## src/rtl/cs_pkg.sv

```systemverilog
package cs_pkg;
    localparam int CFG_DW     = 32;
    localparam int CFG_BE_W   = CFG_DW / 8;
    localparam int HALF_W     = CFG_DW / 2;

    // command half bit positions (low 16 bits of the dword)
    localparam int CMD_IOEN   = 0;
    localparam int CMD_MEMEN  = 1;
    localparam int CMD_PRSPEN = 6;
    localparam int CMD_SERREN = 8;

    // status flags: index i lives at status bit FLAG_LSB + i
    localparam int NFLAG      = 4;
    localparam int FLAG_LSB   = 12;
    localparam int FL_TABORT  = 0;
    localparam int FL_MABORT  = 1;
    localparam int FL_SERR    = 2;
    localparam int FL_PERR    = 3;

    // dword position of the flag field and the byte holding it
    localparam int FLAG_DW_LSB = HALF_W + FLAG_LSB;
    localparam int FLAG_BYTE   = FLAG_DW_LSB / 8;

    typedef struct packed {
        logic serr_en;
        logic prsp_en;
        logic mem_en;
        logic io_en;
    } cmd_t;

    typedef struct packed {
        logic [NFLAG-1:0] flags;
    } flag_st_t;
endpackage

```

## src/rtl/cs_event_qual.sv

```systemverilog
module cs_event_qual
    import cs_pkg::*;
(
    input  cmd_t             cmd,
    input  logic             par_err,
    input  logic             ph_addr,
    input  logic             ph_slv_wr,
    input  logic             trdy_act,
    input  logic             irdy_act,
    input  logic             ph_mst_rd,
    input  logic             ph_mst_wr,
    input  logic             tgt_perr,
    input  logic             mst_abort,
    input  logic             tgt_abort,
    output logic [NFLAG-1:0] flag_set,
    output logic             serr_evt,
    output logic             perr_rpt_evt
);
    logic xfer;
    logic addr_pe;
    logic slv_data_pe;
    logic mst_rd_pe;
    logic mst_wr_pe;

    always_comb begin
        xfer        = trdy_act & irdy_act;
        addr_pe     = par_err & ph_addr;
        slv_data_pe = par_err & ph_slv_wr & xfer;
        mst_rd_pe   = par_err & ph_mst_rd & xfer;
        mst_wr_pe   = ph_mst_wr & tgt_perr;

        serr_evt     = addr_pe & cmd.serr_en & cmd.prsp_en;
        perr_rpt_evt = (slv_data_pe | mst_rd_pe) & cmd.prsp_en;

        flag_set            = '0;
        flag_set[FL_PERR]   = addr_pe | slv_data_pe | mst_rd_pe | mst_wr_pe;
        flag_set[FL_SERR]   = serr_evt;
        flag_set[FL_MABORT] = mst_abort;
        flag_set[FL_TABORT] = tgt_abort;
    end
endmodule

```

## src/rtl/cs_cmd_reg.sv

```systemverilog
module cs_cmd_reg
    import cs_pkg::*;
(
    input  logic              clk,
    input  logic              rst_n,
    input  logic              wr_hit,
    input  logic [1:0]        be,
    input  logic [HALF_W-1:0] wdata,
    output cmd_t              cmd_q
);
    cmd_t cmd_d;

    always_comb begin
        cmd_d = cmd_q;
        if (wr_hit && be[CMD_IOEN / 8]) begin
            cmd_d.io_en   = wdata[CMD_IOEN];
            cmd_d.mem_en  = wdata[CMD_MEMEN];
            cmd_d.prsp_en = wdata[CMD_PRSPEN];
        end
        if (wr_hit && be[CMD_SERREN / 8]) begin
            cmd_d.serr_en = wdata[CMD_SERREN];
        end
    end

    always_ff @(posedge clk or negedge rst_n) begin
        if (!rst_n) cmd_q <= '0;
        else        cmd_q <= cmd_d;
    end
endmodule

```

## src/rtl/cs_flag_bank.sv

```systemverilog
module cs_flag_bank
    import cs_pkg::*;
#(
    parameter int N = NFLAG
) (
    input  logic         clk,
    input  logic         rst_n,
    input  logic [N-1:0] set,
    input  logic [N-1:0] clr,
    output logic [N-1:0] flags_q
);
    logic [N-1:0] flags_d;

    // each flag is sticky; a set in the same cycle overrides a clear
    for (genvar i = 0; i < N; i++) begin : g_flag
        always_comb begin
            flags_d[i] = set[i] | (flags_q[i] & ~clr[i]);
        end
    end

    always_ff @(posedge clk or negedge rst_n) begin
        if (!rst_n) flags_q <= '0;
        else        flags_q <= flags_d;
    end
endmodule

```

## src/rtl/cfg_cmdstat_regs.sv

```systemverilog
module cfg_cmdstat_regs
    import cs_pkg::*;
#(
    parameter int ADDR_W = 6,
    parameter int REG_DW = 1
) (
    input  logic                clk,
    input  logic                rst_n,
    input  logic                cfg_rd,
    input  logic                cfg_wr,
    input  logic [ADDR_W-1:0]   cfg_addr,
    input  logic [CFG_BE_W-1:0] cfg_be,
    input  logic [CFG_DW-1:0]   cfg_wdata,
    output logic [CFG_DW-1:0]   cfg_rdata,
    input  logic                par_err,
    input  logic                ph_addr,
    input  logic                ph_slv_wr,
    input  logic                trdy_act,
    input  logic                irdy_act,
    input  logic                ph_mst_rd,
    input  logic                ph_mst_wr,
    input  logic                tgt_perr,
    input  logic                mst_abort,
    input  logic                tgt_abort,
    input  logic                rom_bar_en,
    output logic                io_en,
    output logic                mem_en,
    output logic                rom_dec_en,
    output logic                serr_evt,
    output logic                perr_rpt_evt
);
    localparam logic [ADDR_W-1:0] HIT_IDX = ADDR_W'(REG_DW);

    logic             addr_hit;
    logic             wr_hit;
    cmd_t             cmd_q;
    logic [NFLAG-1:0] flag_set;
    logic [NFLAG-1:0] flag_clr;
    logic [NFLAG-1:0] flags_q;
    logic [HALF_W-1:0] cmd_view;
    logic [HALF_W-1:0] sts_view;

    always_comb begin
        addr_hit = (cfg_addr == HIT_IDX);
        wr_hit   = cfg_wr & addr_hit;
        flag_clr = (wr_hit && cfg_be[FLAG_BYTE])
                 ? cfg_wdata[FLAG_DW_LSB +: NFLAG] : '0;
    end

    cs_cmd_reg u_cmd (
        .clk   (clk),
        .rst_n (rst_n),
        .wr_hit(wr_hit),
        .be    (cfg_be[1:0]),
        .wdata (cfg_wdata[HALF_W-1:0]),
        .cmd_q (cmd_q)
    );

    cs_event_qual u_qual (
        .cmd         (cmd_q),
        .par_err     (par_err),
        .ph_addr     (ph_addr),
        .ph_slv_wr   (ph_slv_wr),
        .trdy_act    (trdy_act),
        .irdy_act    (irdy_act),
        .ph_mst_rd   (ph_mst_rd),
        .ph_mst_wr   (ph_mst_wr),
        .tgt_perr    (tgt_perr),
        .mst_abort   (mst_abort),
        .tgt_abort   (tgt_abort),
        .flag_set    (flag_set),
        .serr_evt    (serr_evt),
        .perr_rpt_evt(perr_rpt_evt)
    );

    cs_flag_bank #(.N(NFLAG)) u_flags (
        .clk    (clk),
        .rst_n  (rst_n),
        .set    (flag_set),
        .clr    (flag_clr),
        .flags_q(flags_q)
    );

    always_comb begin
        cmd_view             = '0;
        cmd_view[CMD_IOEN]   = cmd_q.io_en;
        cmd_view[CMD_MEMEN]  = cmd_q.mem_en;
        cmd_view[CMD_PRSPEN] = cmd_q.prsp_en;
        cmd_view[CMD_SERREN] = cmd_q.serr_en;
        sts_view             = '0;
        sts_view[FLAG_LSB +: NFLAG] = flags_q;
        cfg_rdata = (cfg_rd && addr_hit) ? {sts_view, cmd_view} : '0;
        io_en      = cmd_q.io_en;
        mem_en     = cmd_q.mem_en;
        rom_dec_en = rom_bar_en & cmd_q.mem_en;
    end
endmodule

```

## config.mk

```make
export PLATFORM = sky130hd
export DESIGN_NAME = cfg_cmdstat_regs
export DESIGN_NICKNAME = d
export VERILOG_FILES = /design/src/rtl/cs_pkg.sv /design/src/rtl/cs_event_qual.sv /design/src/rtl/cs_cmd_reg.sv /design/src/rtl/cs_flag_bank.sv /design/src/rtl/cfg_cmdstat_regs.sv
export SDC_FILE = /design/constraint.sdc
export NUM_CORES = 1
export LEC_CHECK = 0
export ABC_CLOCK_PERIOD_IN_PS = 1100
export BUFFER_PORTS_ARGS = -buffer_cell sky130_fd_sc_hd__buf_2
export CORE_UTILIZATION = 33
export DETAILED_ROUTE_END_ITERATION = 6
export PLACE_DENSITY = 0.92
export SLEW_MARGIN = 20
export SYNTH_ARGS = -nofsm -noshare
export SYNTH_HDL_FRONTEND = slang
export SYNTH_HIERARCHICAL = 1
export SYNTH_SLANG_ARGS = --single-unit
```

## constraint.sdc

```tcl
create_clock -name clk -period 1.1 [get_ports clk]
set_clock_uncertainty 0.05 [all_clocks]
set_input_delay 0.055 -clock clk [delete_from_list [all_inputs] [get_ports clk]]
set_output_delay 0.055 -clock clk [all_outputs]
set_load 0.03 [all_outputs]
```

==> reports/metrics.yaml <==
routing:
  drtIter0Drc: 4
  routed_wl_um: 1850
  drtPass1Iterations: 4
  vias: 714
  wl_per_cell_um: 10.7
  ant_nets: 0
  drcViolationCount: 0
  via_per_inst: 4.13
global_routing:
  grt.total_usage: 0.146
  use_met3: 0.0515
  grtUsageMet2: 0.276
  grt_pass1_vias: 653
  busiest_layer: "met2"
  grt_max_degree: 9
  grt_overflow_total: 0
  antenna_found_initial: 0
  grt_pass1_wl_um: 2710
  met1_usage: 0.150
timing:
  post-route-period-util: 1.20
  hold_viol: 0
  fin_tns_setup_ns: -3.01
  setup_viol_count_final: 18
  fmax_ghz: 0.760
  rsz0062_at_grt: "yes"
  final_max_slew_viol_count: 0
  setup_slack_ns: -0.216
  period_minus_slack_ns: 1.32
worst_setup_path:
  worstReg2RegEnd: "u_flags/flags_q[2]"
  crit_cells: 5
  cp_top_family: "simple AND/OR/NAND/NOR gates"
  crit_chain: "buf_6 > or4b_4 > buf_12 > nor3_4 > buf_6"
  startpoint: "cfg_addr[1]"
  rrSetupSlack_ns: 0.09
  cp_num_buf_inv: 3
  cp_common_cell: "buf_6"
  arrival_ns: 1.21
  critPathRequiredTime_ns: 1.00
  cp_slowest_stage_delay_ns: 0.60
  critPathLaunchType: "primary input"
  worst_setup_path_end_kind: "output pin"
  crit_type: "in2out"
  worst_path_max_delay_cell: "or4b_4"
  crit_end: "cfg_rdata[8]"
  worstReg2RegStart: "u_cmd/cmd_q[3]"
  reg2reg_depth: 3
  crit_fanout: 5
floorplan:
  start_util: 0.350
  die_w_um: 50.7
  num_rows: 17
  die_h_um: 50.7
  core_area_sq_um: 2230
  fp.dieArea_sq_um: 2570
  pin_count: 94
cts:
  htree_levels: 1
  cts_max_path_buffers: 2
  clock_latency_ns: 0.25
  cts_tree: "done"
  cts.sinks: 8
  clk_pin_slew_ns: 0.06
  cts_root_buf: "clkbuf_4"
  cts_buffers: 3
layout:
  drive_gt1_frac: 0.545
  seq_area_sq_um: 200
  mostFrequentLayoutCell: "buf_2"
  final_cell_mix: "31 x buf_2, 24 x conb_1, 12 x buf_6, 10 x nand2_1, 9 x inv_1"
  multi_input_area_sq_um: 469
  fill_cells: 223
  area_delta_synth_final_pct: 57.6
  final_cell_area_sq_um: 1230
  final_nets: 204
  instances_no_fill: 173
  num_antenna_cells: 0
synth:
  syn_area_sq_um: 782
  synth_area_per_cell_sq_um: 8.79
  async_flop_share: 1.00
  yosysWarnings: 6
  synth_edf_count: 0
  syn-instance-count: 89
  synth_seq_cells: 8
  synthDistinctLibCells: 22
  synthFlopType: "dfrtp_1"
  synth-seq-area-share: 0.256
pwr:
  power_leakage_nw: 0.667
  peakVddDrop_uv: 562
  p_total_uw: 889
  p_per_area_nw_per_um2: 721
status:
  violations: "setup timing"
  outcome: "finished, violations left"
hold_path:
  holdPathStages: 4
  hold_path_class: "in2reg"
placement:
  placed_area_sq_um: 923
  dp_cells: 156
  port_buffers: 44
  dp_hpwl_um: 1360
  routabilityCongestion: 0.731
job:
  maxCapViolations: 0
==> cells by family after synthesis <==
logic type / Yosys count / synth area share
mux: 4 / 0.0720
flops: 8 / 0.256
compound gates: 6 / 0.0672
other cells: 1 / 0.00480
buf+inv: 40 / 0.331
simple gates: 30 / 0.269
==> worst min path at each step <==
| stage | to | from |
|---|---|---|
| after floorplan | u_cmd/cmd_q[0] | rst_n |
| after global placement | u_flags/flags_q[2] | rst_n |
| after detailed placement | u_flags/flags_q[2] | rst_n |
| after CTS | u_flags/flags_q[3] | tgt_perr |
| after global routing | u_cmd/cmd_q[3] | cfg_be[1] |
| final | u_flags/flags_q[3] | tgt_perr |
==> worst reg2reg max path: stages, from the launching register on <==
cell and delay, ns:
dfrtp_1 0.40, and4_4 0.19, buf_4 0.12, a21o_1 0.14
==> stage by stage <==
stage | utilization | hold slack (ns) | setup WS (ns)
2_1_floorplan | - | -0.291 | -0.413
3_3_place_gp | 0.413 | -0.151 | -0.408
3_5_place_dp | 0.413 | -0.145 | -0.429
4_1_cts | 0.516 | 0.0639 | -0.201
5_1_grt | 0.552 | 0.0824 | -0.245
6_report | 0.552 | 0.0616 | -0.216
==> layer usage <==
layer,routed length (um),part of all wire
met1,634,0.34
met2,1020,0.55
met3,175,0.094
met4,22,0.012
met5,0,0
==> where the power goes <==
group / internal, mW / switching (mW) / total, mW / leakage, nW
Sequential: 0.309 / 0.0123 / 0.322 / 0.0946
Combinational: 0.126 / 0.215 / 0.341 / 0.558
Clock: 0.125 / 0.101 / 0.226 / 0.0138
==> cells in the mapped netlist, drive strengths merged (4+ instances only) <==
cell type / number / area [sq um]
inv: 10 / 37.5
dfrtp: 8 / 200
a21o: 4 / 30.0
nor3: 13 / 115
buf: 29 / 218
nand2: 11 / 43.8
mux2: 4 / 56.3
==> state kept, by name, summed over array words and instances (netlist names) <==
| signal | cells |
|---|---|
| u_cmd/cmd_q | 4 |
| u_flags/flags_q | 4 |
==> final cells by class <==
| type | instances | area share |
|---|---|---|
| tap | 28 | 0.0284 |
| timing repair buffer | 60 | 0.380 |
| clock buffer | 3 | 0.0183 |
| sequential | 8 | 0.162 |
| multi-input combinational | 64 | 0.381 |
| inverter | 10 | 0.0305 |
==> repair_timing <==
| item | CTS | global route |
|---|---|---|
| hold buffers | 7 | 0 |
| hold endpoints to repair | 14 | 0 |
| pin swaps | 19 | 9 |
| buffers inserted | 4 | 2 |
| gates cloned | 1 | 0 |
| gates resized for setup | 23 | 17 |
| setup endpoints to repair | 17 | 19 |
(Power assumes the default switching activity.)
